==> config.mk <==
export PLATFORM = sky130hd
export DESIGN_NAME = dbg_pwr_ctl
export DESIGN_NICKNAME = d
export VERILOG_FILES = /design/src/rtl/dpc_pkg.sv /design/src/rtl/dpc_access_judge.sv /design/src/rtl/dpc_nopd_store.sv /design/src/rtl/dpc_resp_reg.sv /design/src/rtl/dbg_pwr_ctl.sv
export SDC_FILE = /design/constraint.sdc
export NUM_CORES = 1
export LEC_CHECK = 0
export CORE_MARGIN = 2
export CORE_UTILIZATION = 21
export CTS_CLUSTER_DIAMETER = 60
export DETAILED_ROUTE_END_ITERATION = 8
export PLACE_DENSITY = 0.82
export SLEW_MARGIN = 20
export SYNTH_ARGS = -nofsm -noshare
export SYNTH_HDL_FRONTEND = slang
export SYNTH_SLANG_ARGS = --single-unit
==> constraint.sdc <==
create_clock -name clk -period 1.8 [get_ports clk]
set_clock_uncertainty 0.15 [all_clocks]
set_input_delay 0.36 -clock clk [delete_from_list [all_inputs] [get_ports clk]]
set_output_delay 0.36 -clock clk [all_outputs]
set_load 0.03 [all_outputs]
==> src/rtl/dpc_pkg.sv <==
// Shared types for the debug power-control register.
// Assumes outcome codes are one-hot so that the response can be checked per bit.
package dpc_pkg;
    localparam int unsigned SYN_W = 6;
    localparam logic [SYN_W-1:0] TRAP_CLASS = 6'h18;

    typedef enum logic [3:0] {
        OUT_NONE  = 4'b0000,
        OUT_OK    = 4'b0001,
        OUT_UNDEF = 4'b0010,
        OUT_TRAP2 = 4'b0100,
        OUT_TRAP3 = 4'b1000
    } outcome_e;

    typedef struct packed {
        logic top_present;
        logic hyp_enabled;
        logic fgt_present;
        logic top_fgt_en;
        logic halted;
        logic sdd;
        logic top_trap;
        logic hyp_trap_a;
        logic hyp_trap_b;
        logic fgt_rd;
        logic fgt_wr;
    } trap_cfg_t;
endpackage

==> src/rtl/dpc_access_judge.sv <==
// Combinational legality check for one access to the power-control register.
// Evaluates the ordered trap chain for the given privilege level and direction.
// Assumes the configuration inputs are stable during the request cycle.
module dpc_access_judge
    import dpc_pkg::*;
#(
    parameter bit SDD_TRAP_FIRST = 1'b1
) (
    input  logic [1:0] el,
    input  logic       is_write,
    input  trap_cfg_t  cfg,
    output outcome_e   verdict
);
    logic     fgt_bit;
    logic     early_undef;
    logic     fgt_hit;
    logic     hyp_hit;
    logic     top_hit;
    outcome_e top_verdict;

    // Evaluate each step of the chain on its own.
    always_comb begin
        fgt_bit     = is_write ? cfg.fgt_wr : cfg.fgt_rd;
        early_undef = SDD_TRAP_FIRST & cfg.halted & cfg.top_present & cfg.sdd & cfg.top_trap;
        fgt_hit     = cfg.hyp_enabled & cfg.fgt_present &
                      (~cfg.top_present | cfg.top_fgt_en) & fgt_bit;
        hyp_hit     = cfg.hyp_enabled & (cfg.hyp_trap_a | cfg.hyp_trap_b);
        top_hit     = cfg.top_present & cfg.top_trap;
        top_verdict = (cfg.halted & cfg.sdd) ? OUT_UNDEF : OUT_TRAP3;
    end

    // Pick the first matching step for the current privilege level.
    always_comb begin
        unique case (el)
            2'd0: verdict = OUT_UNDEF;
            2'd1: begin
                if (early_undef)  verdict = OUT_UNDEF;
                else if (fgt_hit) verdict = OUT_TRAP2;
                else if (hyp_hit) verdict = OUT_TRAP2;
                else if (top_hit) verdict = top_verdict;
                else              verdict = OUT_OK;
            end
            2'd2: begin
                if (early_undef)  verdict = OUT_UNDEF;
                else if (top_hit) verdict = top_verdict;
                else              verdict = OUT_OK;
            end
            default: verdict = OUT_OK;
        endcase
    end
endmodule

==> src/rtl/dpc_nopd_store.sv <==
// Storage for the power-control register word. Only the bits in the live mask
// are kept; the rest are held at zero. Handles cold reset, accepted writes and
// retention-exit reload, in that order of precedence.
// Assumes wr_en is asserted only for writes that the judge allowed.
module dpc_nopd_store #(
    parameter int unsigned DATA_W         = 64,
    parameter bit          COLD_PWRUP_VAL = 1'b1,
    parameter bit          RET_RELOAD     = 1'b1
) (
    input  logic              clk,
    input  logic              rst_n,
    input  logic              pwrup_req,
    input  logic              retention_exit,
    input  logic              wr_en,
    input  logic [DATA_W-1:0] wr_data,
    output logic [DATA_W-1:0] reg_word
);
    localparam logic [DATA_W-1:0] LIVE_MASK = {{(DATA_W-1){1'b0}}, 1'b1};

    logic              ret_load;
    logic [DATA_W-1:0] cold_word;
    logic [DATA_W-1:0] ret_word;

    // Select the retention-exit variant.
    generate
        if (RET_RELOAD) begin : g_reload
            assign ret_load = retention_exit;
        end else begin : g_keep
            assign ret_load = 1'b0 & retention_exit;
        end
    endgenerate

    // Compute the cold-reset and retention reload words.
    always_comb begin
        cold_word = {{(DATA_W-1){1'b0}}, pwrup_req & COLD_PWRUP_VAL};
        ret_word  = {{(DATA_W-1){1'b0}}, pwrup_req};
    end

    // Update the stored word.
    always_ff @(posedge clk) begin
        if (!rst_n)        reg_word <= cold_word;
        else if (wr_en)    reg_word <= wr_data & LIVE_MASK;
        else if (ret_load) reg_word <= ret_word;
    end
endmodule

==> src/rtl/dpc_resp_reg.sv <==
// Registers the access outcome, read data and syndrome one cycle after a request.
// Assumes verdict and reg_word are the values of the request cycle.
module dpc_resp_reg
    import dpc_pkg::*;
#(
    parameter int unsigned DATA_W = 64
) (
    input  logic              clk,
    input  logic              rst_n,
    input  logic              req_valid,
    input  logic              req_write,
    input  outcome_e          verdict,
    input  logic [DATA_W-1:0] reg_word,
    output logic              rsp_valid,
    output logic [3:0]        rsp_outcome,
    output logic [DATA_W-1:0] rsp_rdata,
    output logic [SYN_W-1:0]  rsp_syndrome
);
    logic is_trap;
    logic rd_ok;

    // Classify the current verdict.
    always_comb begin
        is_trap = (verdict == OUT_TRAP2) || (verdict == OUT_TRAP3);
        rd_ok   = req_valid && !req_write && (verdict == OUT_OK);
    end

    // Capture the response.
    always_ff @(posedge clk) begin
        if (!rst_n) begin
            rsp_valid    <= 1'b0;
            rsp_outcome  <= OUT_NONE;
            rsp_rdata    <= '0;
            rsp_syndrome <= '0;
        end else begin
            rsp_valid    <= req_valid;
            rsp_outcome  <= req_valid ? verdict : OUT_NONE;
            rsp_rdata    <= rd_ok ? reg_word : '0;
            rsp_syndrome <= (req_valid && is_trap) ? TRAP_CLASS : '0;
        end
    end
endmodule

==> src/rtl/dbg_pwr_ctl.sv <==
// Debug power-control register: one stored no-powerdown bit with an ordered
// trap chain that decides whether each read or write proceeds.
// Assumes single-cycle requests and a synchronous active-low cold reset.
module dbg_pwr_ctl
    import dpc_pkg::*;
#(
    parameter int unsigned DATA_W         = 64,
    parameter bit          SDD_TRAP_FIRST = 1'b1,
    parameter bit          COLD_PWRUP_VAL = 1'b1,
    parameter bit          RET_RELOAD     = 1'b1
) (
    input  logic              clk,
    input  logic              rst_n,
    input  logic              req_valid,
    input  logic              req_write,
    input  logic [DATA_W-1:0] req_wdata,
    input  logic [1:0]        req_el,
    input  logic              cfg_top_present,
    input  logic              cfg_hyp_enabled,
    input  logic              cfg_fgt_present,
    input  logic              cfg_top_fgt_en,
    input  logic              cfg_halted,
    input  logic              cfg_sdd,
    input  logic              cfg_top_trap,
    input  logic              cfg_hyp_trap_a,
    input  logic              cfg_hyp_trap_b,
    input  logic              cfg_fgt_rd_trap,
    input  logic              cfg_fgt_wr_trap,
    input  logic              pwrup_req,
    input  logic              retention_exit,
    output logic              rsp_valid,
    output logic [3:0]        rsp_outcome,
    output logic [DATA_W-1:0] rsp_rdata,
    output logic [5:0]        rsp_syndrome,
    output logic              nopd_out
);
    trap_cfg_t         cfg;
    outcome_e          verdict;
    logic              wr_en;
    logic [DATA_W-1:0] reg_word;

    // Gather the configuration inputs.
    always_comb begin
        cfg.top_present = cfg_top_present;
        cfg.hyp_enabled = cfg_hyp_enabled;
        cfg.fgt_present = cfg_fgt_present;
        cfg.top_fgt_en  = cfg_top_fgt_en;
        cfg.halted      = cfg_halted;
        cfg.sdd         = cfg_sdd;
        cfg.top_trap    = cfg_top_trap;
        cfg.hyp_trap_a  = cfg_hyp_trap_a;
        cfg.hyp_trap_b  = cfg_hyp_trap_b;
        cfg.fgt_rd      = cfg_fgt_rd_trap;
        cfg.fgt_wr      = cfg_fgt_wr_trap;
    end

    dpc_access_judge #(.SDD_TRAP_FIRST(SDD_TRAP_FIRST)) u_judge (
        .el       (req_el),
        .is_write (req_write),
        .cfg      (cfg),
        .verdict  (verdict)
    );

    // Only an allowed write touches the stored word.
    assign wr_en = req_valid && req_write && (verdict == OUT_OK);

    dpc_nopd_store #(
        .DATA_W         (DATA_W),
        .COLD_PWRUP_VAL (COLD_PWRUP_VAL),
        .RET_RELOAD     (RET_RELOAD)
    ) u_store (
        .clk            (clk),
        .rst_n          (rst_n),
        .pwrup_req      (pwrup_req),
        .retention_exit (retention_exit),
        .wr_en          (wr_en),
        .wr_data        (req_wdata),
        .reg_word       (reg_word)
    );

    dpc_resp_reg #(.DATA_W(DATA_W)) u_resp (
        .clk          (clk),
        .rst_n        (rst_n),
        .req_valid    (req_valid),
        .req_write    (req_write),
        .verdict      (verdict),
        .reg_word     (reg_word),
        .rsp_valid    (rsp_valid),
        .rsp_outcome  (rsp_outcome),
        .rsp_rdata    (rsp_rdata),
        .rsp_syndrome (rsp_syndrome)
    );

    assign nopd_out = reg_word[0];
endmodule

## Word-level counts from Yosys, hierarchy flattened

Cells that the tools add are included.

| cells by class | value |
|---|---|
| eq/ne operators | 6 |
| muxes and demuxes | 12 |
| bitwise logic cells | 12 |
| reduce and logical (&&, ||, !) cells | 10 |

Operator list:

| cell | count |
|---|---|
| $mux W4 | 6 |
| $pmux W4 S3 | 1 |
| $and A1 B1 Y1 | 9 |
| $logic_and A1 B1 Y1 | 5 |
| $mux W5 | 1 |
| $eq A4 B1 Y1 const B | 1 |
| $eq A4 B3 Y1 const B | 1 |
| $eq A4 B4 Y1 const B | 1 |
| $mux W1 | 4 |
| $reduce_and A2 Y1 | 2 |
| $ne A3 B1 Y1 const B | 1 |
| $eq A2 B1 Y1 const B | 1 |
| $eq A2 B2 Y1 const B | 1 |
| $logic_not A2 Y1 | 1 |
| $or A1 B1 Y1 | 2 |
| $logic_not A1 Y1 | 1 |
| $logic_or A1 B1 Y1 | 1 |
| $not A1 Y1 | 1 |

| word-level totals | value |
|---|---|
| bits in registers | 13 |
| input port bits | 83 |
| output and inout port bits | 76 |

## Depth between registers and ports, before layout

Gate-level depths: netlist of run 1.

| depth | value |
|---|---|
| word-level depth | 11 |
| depth in mapped cells | 4 |
| depth with buffers taken out | 4 |

## Modules after synthesis

Synthesis of run 1 repeated with hierarchy kept, for this count alone.

| unflattened totals | value |
|---|---|
| cell total of the unflattened synthesis | 318 |
| area total of the unflattened synthesis | 3138.0 µm² |

By module, submodules not included:

| module | times used | cells each | area an instance (µm²) | seq. area each (µm²) |
|---|---|---|---|---|
| dpc_resp_reg | 1 | 231 | 2481.1 | 1401.3 |
| dpc_nopd_store | 1 | 68 | 534.3 | 30.0 |
| dpc_access_judge | 1 | 17 | 107.6 | 0.0 |
| dbg_pwr_ctl | 1 | 2 | 15.0 | 0.0 |

## Worst setup path after synthesis of run 1

Ideal clock, no wire load.

| timing path | value |
|---|---|
| path kind | input to register |
| start | input req_write |
| end | register u_store.reg_word[0], enable pin |
| data arrival time | 1126 ps |
| required time | 1400 ps |
| setup slack | 273 ps |
| stages on the path | 4 |
| path buffers | 0 |
| cell sequence | mux2i_1 > o31a_1 > a31oi_2 > o21ai_1 |

| between the ends | value |
|---|---|
| longest elaborated chain between the ends | 8 |
| elaborated cells between the ends (all ways) | 9 |

RTL lines:

| item | line | text |
|---|---|---|
| start, declared | dbg_pwr_ctl.sv:15 | `input logic req_write,` |
| $mux W1 | dpc_access_judge.sv:23 | `fgt_bit = is_write ? cfg.fgt_wr : cfg.fgt_rd;` |
| $and A1 B1 Y1 | dpc_access_judge.sv:26 | `(~cfg.top_present \| cfg.top_fgt_en) & fgt_bit;` |
| $mux W4 | dpc_access_judge.sv:38 | `else if (fgt_hit) verdict = OUT_TRAP2;` |
| $mux W4 | dpc_access_judge.sv:37 | `if (early_undef) verdict = OUT_UNDEF;` |
| $pmux W4 S3 | dpc_access_judge.sv:34 | `unique case (el)` |
| $eq A4 B1 Y1 | dbg_pwr_ctl.sv:65 | `assign wr_en = req_valid && req_write && (verdict == OUT_OK);` |
| $logic_and A1 B1 Y1 (*) | dbg_pwr_ctl.sv:65 |  |
| $ne A3 B1 Y1 (no source line) (*) | n/a |  |
| end signal, assigned | dpc_nopd_store.sv:41 | `if (!rst_n) reg_word <= cold_word;` |
| end signal, assigned | dpc_nopd_store.sv:42 | `else if (wr_en) reg_word <= wr_data & LIVE_MASK;` |
| end signal, assigned | dpc_nopd_store.sv:43 | `else if (ret_load) reg_word <= ret_word;` |
| end, declared | dpc_nopd_store.sv:16 | `output logic [DATA_W-1:0] reg_word` |

Mark *: on every way between the ends. The rest lies on a longest branch, timed or not.
A chain may end at the register's enable or synchronous reset.

## Worst setup path after layout of run 1

| timing path | value |
|---|---|
| start | input cfg_top_present |
| end | register u_store.reg_word[0] (data pin) |

| between the ends | value |
|---|---|
| longest elaborated chain between the ends | 11 |
| elaborated cells between the ends (all ways) | 18 |

RTL lines:

| item | line | text |
|---|---|---|
| start, declared | dbg_pwr_ctl.sv:18 | `input logic cfg_top_present,` |
| $not A1 Y1 | dpc_access_judge.sv:26 |  |
| $or A1 B1 Y1 | dpc_access_judge.sv:26 |  |
| $and A1 B1 Y1 | dpc_access_judge.sv:25 | `fgt_hit = cfg.hyp_enabled & cfg.fgt_present &` |
| $and A1 B1 Y1 | dpc_access_judge.sv:26 |  |
| $mux W4 | dpc_access_judge.sv:38 |  |
| $mux W4 | dpc_access_judge.sv:37 |  |
| $pmux W4 S3 (*) | dpc_access_judge.sv:34 |  |
| $eq A4 B1 Y1 (*) | dbg_pwr_ctl.sv:65 |  |
| $logic_and A1 B1 Y1 (*) | dbg_pwr_ctl.sv:65 |  |
| $mux W1 (*) | dpc_nopd_store.sv:42 |  |
| $mux W1 (*) | dpc_nopd_store.sv:41 |  |

Marks and branches as above.

==> flow_metrics.py, run 1 <==
metrics = {
    "floorplan": {
        "die_x_um": 69.4,
        "fp.dieH_um": 69.4,
        "die_area_um2": 4810,
        "core_area_um2": 4060,
        "ios": 159,
        "start_util": 0.221,
        "rows": 23,
    },
    "timing": {
        "finalWorstPathRequiredPeriod_ps": 1750,
        "setup_viol": 0,
        "max_freq_mhz": 571,
        "fin_crit_sh": 0.973,
        "slew_violations": 0,
        "fin_ws_ps": 48.6,
        "hold_violations": 0,
        "hold-worst-slack_ps": 313,
    },
    "clocking": {
        "clk_pin_slew_ps": 40,
        "ctsHtreeMaxLevel": 1,
        "cts_buffers": 3,
        "clk-insertion-delay-late_ps": 240,
        "clockBufferDepth": 2,
        "clkSinkCount": 8,
        "cts_root_buf": "clkbuf_8",
        "ctsHoldBuffers": 0,
        "cts_tree": "yes",
        "post-cts-setup-buffers": 0,
        "cts-resized-gates": 0,
    },
    "setup_path": {
        "reg2reg_slack_ps": 1000,
        "worstPathArrival_ps": 1710,
        "cp.required_ps": 1750,
        "startpoint_type": "primary input",
        "critPathCaptureType": "flip-flop",
        "reg2reg_to": "u_resp.rsp_rdata[0]",
        "path_class": "in -> reg",
        "cp_max_fo": 4,
        "ff2ff_path_depth": 1,
        "reg2reg_from": "u_store.reg_word[0]",
    },
    "min_path": {
        "hold_end": "u_resp.rsp_rdata[0]",
        "hp-start": "req_write",
        "hp-class": "in -> reg",
        "min_delay_path_depth": 3,
    },
    "power_and_ir_drop": {
        "seq_power_share": 0.257,
        "ir_worst_vdd_v": 0.000136,
        "p_leak_nw": 0.554,
        "clockPowerShare": 0.308,
        "share_comb_of_total_power": 0.435,
        "p_sw_w": 0.000326,
        "p_per_area_nw_per_um2": 687,
        "p_sw_frac": 0.434,
        "finalPower_w": 0.000752,
        "intPower_w": 0.000425,
    },
    "placed_design": {
        "portBuffers": 28,
        "dp_worst_setup_slack_ps": -252,
        "dpl.cell_count": 193,
        "dp.final_hpwl_um": 1340,
        "gp_congestion": 0.730,
    },
    "layout": {
        "insertedDiodeCount": 0,
        "area_growth_pct": 21.9,
        "fin_nets": 231,
        "final_core_util": 0.270,
        "fin_cells": 197,
        "layout-drive-gt1-share": 0.0952,
    },
    "global_route": {
        "grt_start_max_net_pins": 8,
        "track_usage": 0.0639,
        "grt_overflow": 0,
        "antenna_found_initial": 0,
        "grt_pass1_wl_um": 2310,
        "first_global_vias": 504,
    },
    "detailed_routing": {
        "finalWirelength_um": 1580,
        "vias": 643,
        "drtIter0Drc": 10,
        "firstDrtPassIters": 4,
        "via_per_inst": 3.26,
        "ant_nets": 0,
        "post_drt_wl_per_cell_um": 8.00,
        "remaining_drc_errors": 0,
    },
    "yosys": {
        "syn_area_um2": 897,
        "synth-seq-cells": 8,
        "synthMuxAreaShare": 0.0112,
        "syn_avg_cell_area_um2": 8.08,
        "ys_types": 26,
        "synth_top_family_by_area": "buffers and inverters",
        "synthAdderAreaFrac": 0.0112,
        "synthSimpleGateAreaFrac": 0.100,
        "synth_xor_area_frac": 0.00976,
        "yosysSeqAreaShare": 0.190,
        "syn-instance-count": 111,
        "synth_compound_area_frac": 0.0879,
        "yosysWarnings": 0,
    },
    "run": {
        "max_cap_violations": 0,
    },
    "run_status": {
        "status": "complete, no violations",
    },
}
==> placed cells by master (no fill, tap or decap) <==
cell type and instances:
a31oi_1 1, mux2i_1 1, o21ai_0 1, nor2b_2 1, nor4b_2 1, dlymetal6s2s_1 2, clkbuf_1 1, inv_1 2
a211o_1 1, nor2_1 4, nor2b_1 2, dfxtp_1 7, a31oi_4 1, o31a_1 1, o21a_1 1, and3_1 1
buf_4 7, nor3_1 1, o21ai_2 1, clkdlybuf4s50_1 26, clkbuf_8 3, conb_1 67, nand3_1 1, maj3_1 1
edfxtp_1 1, nand4_1 2, a21oi_1 1, a311o_1 1, xnor2_1 1, nand2_1 5, o211a_1 1
==> synthesized netlist by cell type (all sizes together) <==
cell | count | area [µm²]
inv | 2 | 7.51
edfxtp | 1 | 30.0
nor3 | 1 | 5.00
xnor2 | 1 | 8.76
nor4b | 1 | 8.76
o211a | 1 | 10.0
a211o | 1 | 8.76
nor2b | 3 | 18.8
nor2 | 4 | 15.0
nand4 | 2 | 12.5
a21oi | 1 | 5.00
and3 | 1 | 6.26
o21ai | 2 | 10.0
nand3 | 1 | 5.00
a311o | 1 | 10.0
o21a | 1 | 7.51
dfxtp | 7 | 140
nand2 | 5 | 18.8
buf | 69 | 518
maj3 | 1 | 10.0
mux2i | 1 | 10.0
o31a | 1 | 8.76
a31oi | 2 | 18.8
conb | 1 | 3.75
==> stage by stage <==
step / setup TNS, ps / area (µm²)
after floorplan: 0 / 1140
after global placement: -1360 / 1020
after detailed placement: -1350 / 1020
after CTS: 0 / 1070
after global routing: -2.27 / 1090
final: 0 / 1090
==> power groups by stage <==
stage | Sequential [W] | Combinational [W] | Clock [W]
2_1_floorplan | 0.000213 | 0.000332 | 0
3_3_place_gp | 0.000196 | 0.000316 | 0
3_5_place_dp | 0.000196 | 0.000318 | 0
4_1_cts | 0.000193 | 0.000319 | 0.000238
5_1_grt | 0.000194 | 0.000342 | 0.000247
6_report | 0.000193 | 0.000327 | 0.000231
==> worst max-delay path by stage <==
stage	start	end	cells past startpoint
global route	cfg_top_present	u_store.reg_word[0]	5
floorplan	req_write	u_store.reg_word[0]	4
finish	cfg_top_present	u_store.reg_word[0]	5
CTS	req_write	u_store.reg_word[0]	5
global placement	cfg_top_present	u_store.reg_word[0]	5
detailed placement	req_write	u_store.reg_word[0]	5
==> metal layers <==
layer / vias to the layer above / track usage / routed length [µm]
met5: - / 0 / 0
met4: 0 / 0.0588 / 53
met3: 5 / 0.0189 / 283
met2: 73 / 0.110 / 765
met1: 270 / 0.0604 / 473
li1: 295 / - / -
==> cell families after synthesis <==
family	count (synthesis)
buffers and inverters	71
muxes	1
AOI/OAI and AO/OA	10
adders and majority gates	1
and+or+nand+nor	18
DFF	8
other	1
xor gates and xnor gates	1
==> state kept, by name, indices dropped and copies added (netlist names) <==
signal and flops:
u_resp.rsp_rdata 1, u_resp.rsp_outcome 4, u_store.reg_word 1, u_resp.rsp_syndrome 1, u_resp.rsp_valid 1
==> layout make-up <==
class | count | area [µm²]
fill | 455 | 2960
multi-input combinational | 98 | 470
timing repair buffer | 35 | 338
sequential | 8 | 170
tap | 50 | 62.6
clock buffer | 4 | 45.0
inverter | 2 | 7.51
==> worst max-delay path: stages <==
cell and delay [ps]:
clkdlybuf4s50_1 420, nor2b_2 170, o31a_1 310, a311o_1 360, nand3_1 80
Note: power is estimated with default switching activity, not from simulation.
==> inputs of run 2 (changes only) <==
--- a/config.mk
+++ b/config.mk
@@ -5,12 +5,15 @@
 export SDC_FILE = /design/constraint.sdc
 export NUM_CORES = 1
 export LEC_CHECK = 0
+export CELL_PAD_IN_SITES_DETAIL_PLACEMENT = 0
+export CELL_PAD_IN_SITES_GLOBAL_PLACEMENT = 1
 export CORE_MARGIN = 2
-export CORE_UTILIZATION = 21
+export CORE_UTILIZATION = 12
 export CTS_CLUSTER_DIAMETER = 60
 export DETAILED_ROUTE_END_ITERATION = 8
-export PLACE_DENSITY = 0.82
+export PLACE_DENSITY_LB_ADDON = 0.1
 export SLEW_MARGIN = 20
 export SYNTH_ARGS = -nofsm -noshare
 export SYNTH_HDL_FRONTEND = slang
 export SYNTH_SLANG_ARGS = --single-unit
+export TNS_END_PERCENT = 20
==> run 2 against run 1 <==
First-iteration DRC count up 10%. Sequential share of layout area shrank 0.73 points. Via count decreased by 3.4%. Final cell count grew 25%. Power down 0.48%. Hold slack improved by 130 ps. Register-to-register slack worse by 30 ps. Count of clock-buffer cells in the layout unchanged. Wire length rose by 29%. Die area increased by 70%. Clock power is 3% lower. Largest power group unchanged.
==> flow_metrics.py, run 2 (synthesized netlist as in run 1, its figures left out) <==
metrics = {
    "detailed_routing": {
        "ant_nets": 0,
        "vias": 621,
        "remaining_drc_errors": 0,
        "finalWirelength_um": 2040,
        "drtIter0Drc": 11,
        "via_per_inst": 2.51,
        "firstDrtPassIters": 4,
        "post_drt_wl_per_cell_um": 8.25,
    },
    "layout": {
        "fin_nets": 232,
        "area_growth_pct": 27.9,
        "layout_common_cells": "conb_1, clkdlybuf4s50_1, buf_4",
        "layout-drive-gt1-share": 0.0946,
        "largest-register": "u_resp.rsp_outcome",
        "largest_reg_flops": 4,
        "final_common_cell": "conb_1",
        "design_area_um2": 1150,
        "insertedDiodeCount": 0,
    },
    "power_and_ir_drop": {
        "share_comb_of_total_power": 0.440,
        "p_per_area_nw_per_um2": 652,
        "clockPowerShare": 0.301,
        "p_sw_frac": 0.433,
        "finalPower_w": 0.000748,
        "p_sw_w": 0.000324,
        "seq_power_share": 0.259,
        "ir_worst_vdd_v": 0.000140,
        "intPower_w": 0.000424,
        "p_leak_nw": 0.543,
    },
    "setup_path": {
        "path_buf_inv": 1,
        "reg2reg_from": "u_store.reg_word[0]",
        "crit_family": "buffers and inverters",
        "cp.required_ps": 1290,
        "path_class": "reg -> out",
        "critPathCaptureType": "output pin",
        "critPathLaunch": "u_store.reg_word[0]",
        "cp_max_fo": 2,
        "ff2ff_path_depth": 1,
        "crit_cells": 1,
        "crit_chain": "clkdlybuf4s50_1",
        "startpoint_type": "flip-flop",
        "cpPeakStageDelay_ps": 680,
        "crit_path_top_delay_cell": "clkdlybuf4s50_1",
        "worstPathArrival_ps": 1250,
    },
    "floorplan": {
        "core_area_um2": 7250,
        "ios": 159,
        "die_area_um2": 8180,
        "rows": 31,
        "die_x_um": 90.5,
        "fp.dieH_um": 90.5,
        "start_util": 0.124,
    },
    "clocking": {
        "cts_buffers": 3,
        "cts_root_buf": "clkbuf_8",
        "ctsHtreeMaxLevel": 1,
        "clkSinkCount": 8,
        "ctsHoldBuffers": 0,
        "clk-insertion-delay-late_ps": 230,
        "clockBufferDepth": 2,
        "clk_pin_slew_ps": 40,
        "cts_tree": "yes",
    },
    "timing": {
        "fin_ws_ps": 38.4,
        "slew_violations": 0,
        "rsz0062_at_grt": "true",
        "hold-worst-slack_ps": 441,
        "hold_violations": 0,
        "fin_crit_sh": 0.979,
        "max_freq_mhz": 568,
        "finalSetupTns_ps": 0,
        "setup_viol": 0,
        "finalWorstPathRequiredPeriod_ps": 1760,
    },
    "global_route": {
        "antenna_found_initial": 0,
        "grt_start_max_net_pins": 8,
        "track_usage": 0.0468,
        "first_global_vias": 593,
        "grt_overflow": 0,
        "grt_pass1_wl_um": 3070,
    },
    "run_status": {
        "status": "complete, no violations",
    },
    "placed_design": {
        "gp_congestion": 0.627,
        "dpl_cell_area_um2": 1090,
        "portBuffers": 28,
        "dp.final_hpwl_um": 1910,
        "dp_worst_setup_slack_ps": -421,
    },
    "run": {
        "max_cap_violations": 0,
    },
    "min_path": {
        "hp-start": "u_store.reg_word[0]",
        "min_delay_path_depth": 1,
        "hp-class": "reg -> reg",
    },
}
run 2: area by class of cell:
cell class                 count  area (µm²)
fill                         853        6110
sequential                     8         170
clock buffer                   4        45.0
timing repair buffer          36         337
tap                           99         124
inverter                       2        7.51
multi-input combinational     98         464
run 2: final timing paths:
kind                              end  slack, ps
setup / recovery             nopd_out         40
hold / removal    u_resp.rsp_rdata[0]        440
setup reg to reg  u_resp.rsp_rdata[0]        970
hold reg to reg   u_resp.rsp_rdata[0]        440
run 2: what timing repair did:
item	4_1_cts	5_1_grt
pin swaps	4	1
setup buffers	0	0
gates resized for setup	4	3
endpoints found under the setup margin	5	2
run 2: layer usage:
metal | track usage | wire length [µm]
met1 | 0.0454 | 666
met3 | 0.0134 | 154
met5 | 0 | 0
met2 | 0.0951 | 1220
met4 | 0.0115 | 0
run 2: power groups by stage:
stage / clock network (W) / logic (W) / registers [W]
4_1_cts: 0.000237 / 0.000323 / 0.000194
2_1_floorplan: 0 / 0.000332 / 0.000213
3_3_place_gp: 0 / 0.000327 / 0.000196
5_1_grt: 0.000244 / 0.000347 / 0.000194
3_5_place_dp: 0 / 0.000325 / 0.000197
6_report: 0.000225 / 0.000329 / 0.000194
run 2: through the flow:
stage,std cells,util
6_report,247,0.158
5_1_grt,247,0.158
4_1_cts,247,0.156
3_5_place_dp,243,0.150
3_3_place_gp,243,0.150
2_1_floorplan,177,-
==> inputs of run 3 (changes only) <==
==> constraint.sdc (replaced) <==
create_clock -name clk -period 1.8 [get_ports clk]
set_clock_uncertainty 0.15 [all_clocks]
set_input_delay 0.54 -clock clk [delete_from_list [all_inputs] [get_ports clk]]
set_output_delay 0.54 -clock clk [all_outputs]
set_load 0.03 [all_outputs]
==> run 3 against run 2 <==
Setup slack improved by 31 ps. Maximum frequency rose by 1.8%. Clock power rose by 4%. First-iteration DRC count stayed put. Core utilization down 0.28 points. Wire length increased by 2.4%. Non-clock buffer count grew 1. Sequential power barely moved. Cell area fell by 1.7%.
==> flow_metrics.py, run 3 (synthesized netlist as in run 1, its figures left out) <==
metrics = {
    "run_status": {
        "status": "complete, no violations",
    },
    "layout": {
        "layout_common_cells": "conb_1, dlygate4sd2_1, clkdlybuf4s50_1, buf_4, dfxtp_1",
        "largest_reg_flops": 4,
        "layout-drive-gt1-share": 0.107,
        "final_common_cell": "conb_1",
        "fin_cells": 248,
        "fillCellCount": 863,
        "area_growth_pct": 25.7,
        "fin_nets": 233,
        "largest-register": "u_resp.rsp_outcome",
        "insertedDiodeCount": 0,
    },
    "clocking": {
        "clockBufferDepth": 2,
        "cts_root_buf": "clkbuf_8",
        "clk_pin_slew_ps": 50,
        "clkSinkCount": 8,
        "cts_buffers": 3,
        "clk-insertion-delay-late_ps": 230,
        "post-cts-setup-buffers": 0,
        "ctsHtreeMaxLevel": 1,
        "ctsHoldBuffers": 0,
        "cts_tree": "yes",
    },
    "setup_path": {
        "critPathLaunch": "cfg_fgt_rd_trap",
        "critPathCaptureType": "flip-flop",
        "crit_chain": "dlygate4sd2_1 > mux2i_1 > buf_4 > o31a_1 > a31oi_2 > buf_4 > o211a_1",
        "cp_max_fo": 4,
        "cpPeakStageDelay_ps": 290,
        "cp_common_cell": "buf_4",
        "reg2reg_from": "u_store.reg_word[0]",
        "path_class": "in -> reg",
        "cp.required_ps": 1830,
        "worstPathArrival_ps": 1760,
        "crit_path_top_delay_cell": "o31a_1",
        "ff2ff_path_depth": 1,
        "reg2reg_slack_ps": 940,
        "reg2reg_to": "u_resp.rsp_rdata[0]",
        "startpoint_type": "primary input",
    },
    "global_route": {
        "grt_pass1_wl_um": 2950,
        "grt_start_max_net_pins": 8,
        "grt_overflow": 0,
        "first_global_vias": 571,
        "antenna_found_initial": 0,
        "track_usage": 0.0470,
    },
    "floorplan": {
        "rows": 31,
        "ios": 159,
        "core_area_um2": 7250,
        "fp.dieH_um": 90.5,
        "start_util": 0.124,
        "die_x_um": 90.5,
        "die_area_um2": 8180,
    },
    "power_and_ir_drop": {
        "seq_power_share": 0.259,
        "p_sw_frac": 0.445,
        "intPower_w": 0.000413,
        "share_comb_of_total_power": 0.426,
        "clockPowerShare": 0.315,
        "p_leak_nw": 0.594,
        "p_per_area_nw_per_um2": 661,
        "p_sw_w": 0.000332,
        "ir_worst_vdd_v": 0.000124,
    },
    "detailed_routing": {
        "firstDrtPassIters": 2,
        "finalWirelength_um": 2090,
        "vias": 627,
        "remaining_drc_errors": 0,
        "via_per_inst": 2.53,
        "drtIter0Drc": 11,
        "ant_nets": 0,
        "post_drt_wl_per_cell_um": 8.41,
    },
    "timing": {
        "slew_violations": 0,
        "finalWorstPathRequiredPeriod_ps": 1730,
        "setup_viol": 0,
        "hold_violations": 0,
        "fin_crit_sh": 0.961,
        "hold-worst-slack_ps": 443,
        "rsz0062_at_grt": "true",
        "max_freq_mhz": 578,
    },
    "min_path": {
        "hp-start": "u_store.reg_word[0]",
        "hp-class": "reg -> reg",
        "hold_end": "u_resp.rsp_rdata[0]",
        "min_delay_path_depth": 1,
    },
    "run": {
        "max_cap_violations": 0,
    },
    "placed_design": {
        "gp_congestion": 0.626,
        "dpl.cell_count": 244,
        "portBuffers": 28,
        "dp.final_hpwl_um": 1930,
    },
}
-- run 3: cell count changes in the layout (fill, tap and decap cells not counted), sizes merged --
cell,change
clkdlybuf4s50,-16
dlygate4sd2,+15
buf,+2
-- run 3: per-layer routing --
layer,share of wire,vias to the layer above,track usage
met5,0,-,0
met4,0.016,0,0.0231
met3,0.080,4,0.0125
met2,0.58,46,0.0970
met1,0.32,279,0.0404
li1,-,298,-
-- run 3: per-stage QoR --
stage | cell area (µm²) | power, W | utilization | setup TNS, ps | setup WS, ps
floorplan | 1140 | 0.000545 | - | 0 | 93.5
global placement | 1100 | 0.000525 | 0.151 | -3650 | -576
detailed placement | 1100 | 0.000524 | 0.151 | -3660 | -595
CTS | 1130 | 0.000752 | 0.155 | 0 | 2.11
global route | 1130 | 0.000776 | 0.155 | -153 | -67.5
finish | 1130 | 0.000745 | 0.155 | 0 | 69.8
-- run 3: critical path, delay by kind of cell --
family	cells	cell delay [ps]
AOI/OAI and AO/OA	3	660
buffers and inverters	3	500
muxes	1	70
-- run 3: cell type report --
cell class | instances | area [µm²] | area share
clock buffer | 4 | 45.0 | 0.0400
inverter | 2 | 7.51 | 0.00666
multi-input combinational | 98 | 460 | 0.408
sequential | 8 | 170 | 0.151
tap | 99 | 124 | 0.110
timing repair buffer | 37 | 320 | 0.284
-- run 3: worst max path at each step --
| stage | cells after the start | slack (ps) | end |
|---|---|---|---|
| 3_5_place_dp | 6 | -590 | u_store.reg_word[0] |
| 4_1_cts | 7 | 2 | u_resp.rsp_syndrome[3] |
| 3_3_place_gp | 6 | -580 | u_store.reg_word[0] |
| 5_1_grt | 6 | -70 | u_resp.rsp_rdata[0] |
| 2_1_floorplan | 4 | 90 | u_store.reg_word[0] |
| 6_report | 7 | 70 | u_resp.rsp_syndrome[3] |
-- run 3: power by group through the flow --
stage / clock [W] / combinational (W) / sequential, W
after detailed placement: 0 / 0.000327 / 0.000197
after global routing: 0.000247 / 0.000335 / 0.000194
after global placement: 0 / 0.000329 / 0.000197
after floorplan: 0 / 0.000332 / 0.000213
after CTS: 0.000243 / 0.000316 / 0.000193
final: 0.000235 / 0.000317 / 0.000193
-- run 3: what timing repair did --
action / 4_1_cts / 5_1_grt
gates resized for setup: 26 / 0
gates cloned: 0 / 0
pin swaps: 7 / 1
endpoints found under the hold margin: 0 / 0
setup endpoints to repair: 16 / 5
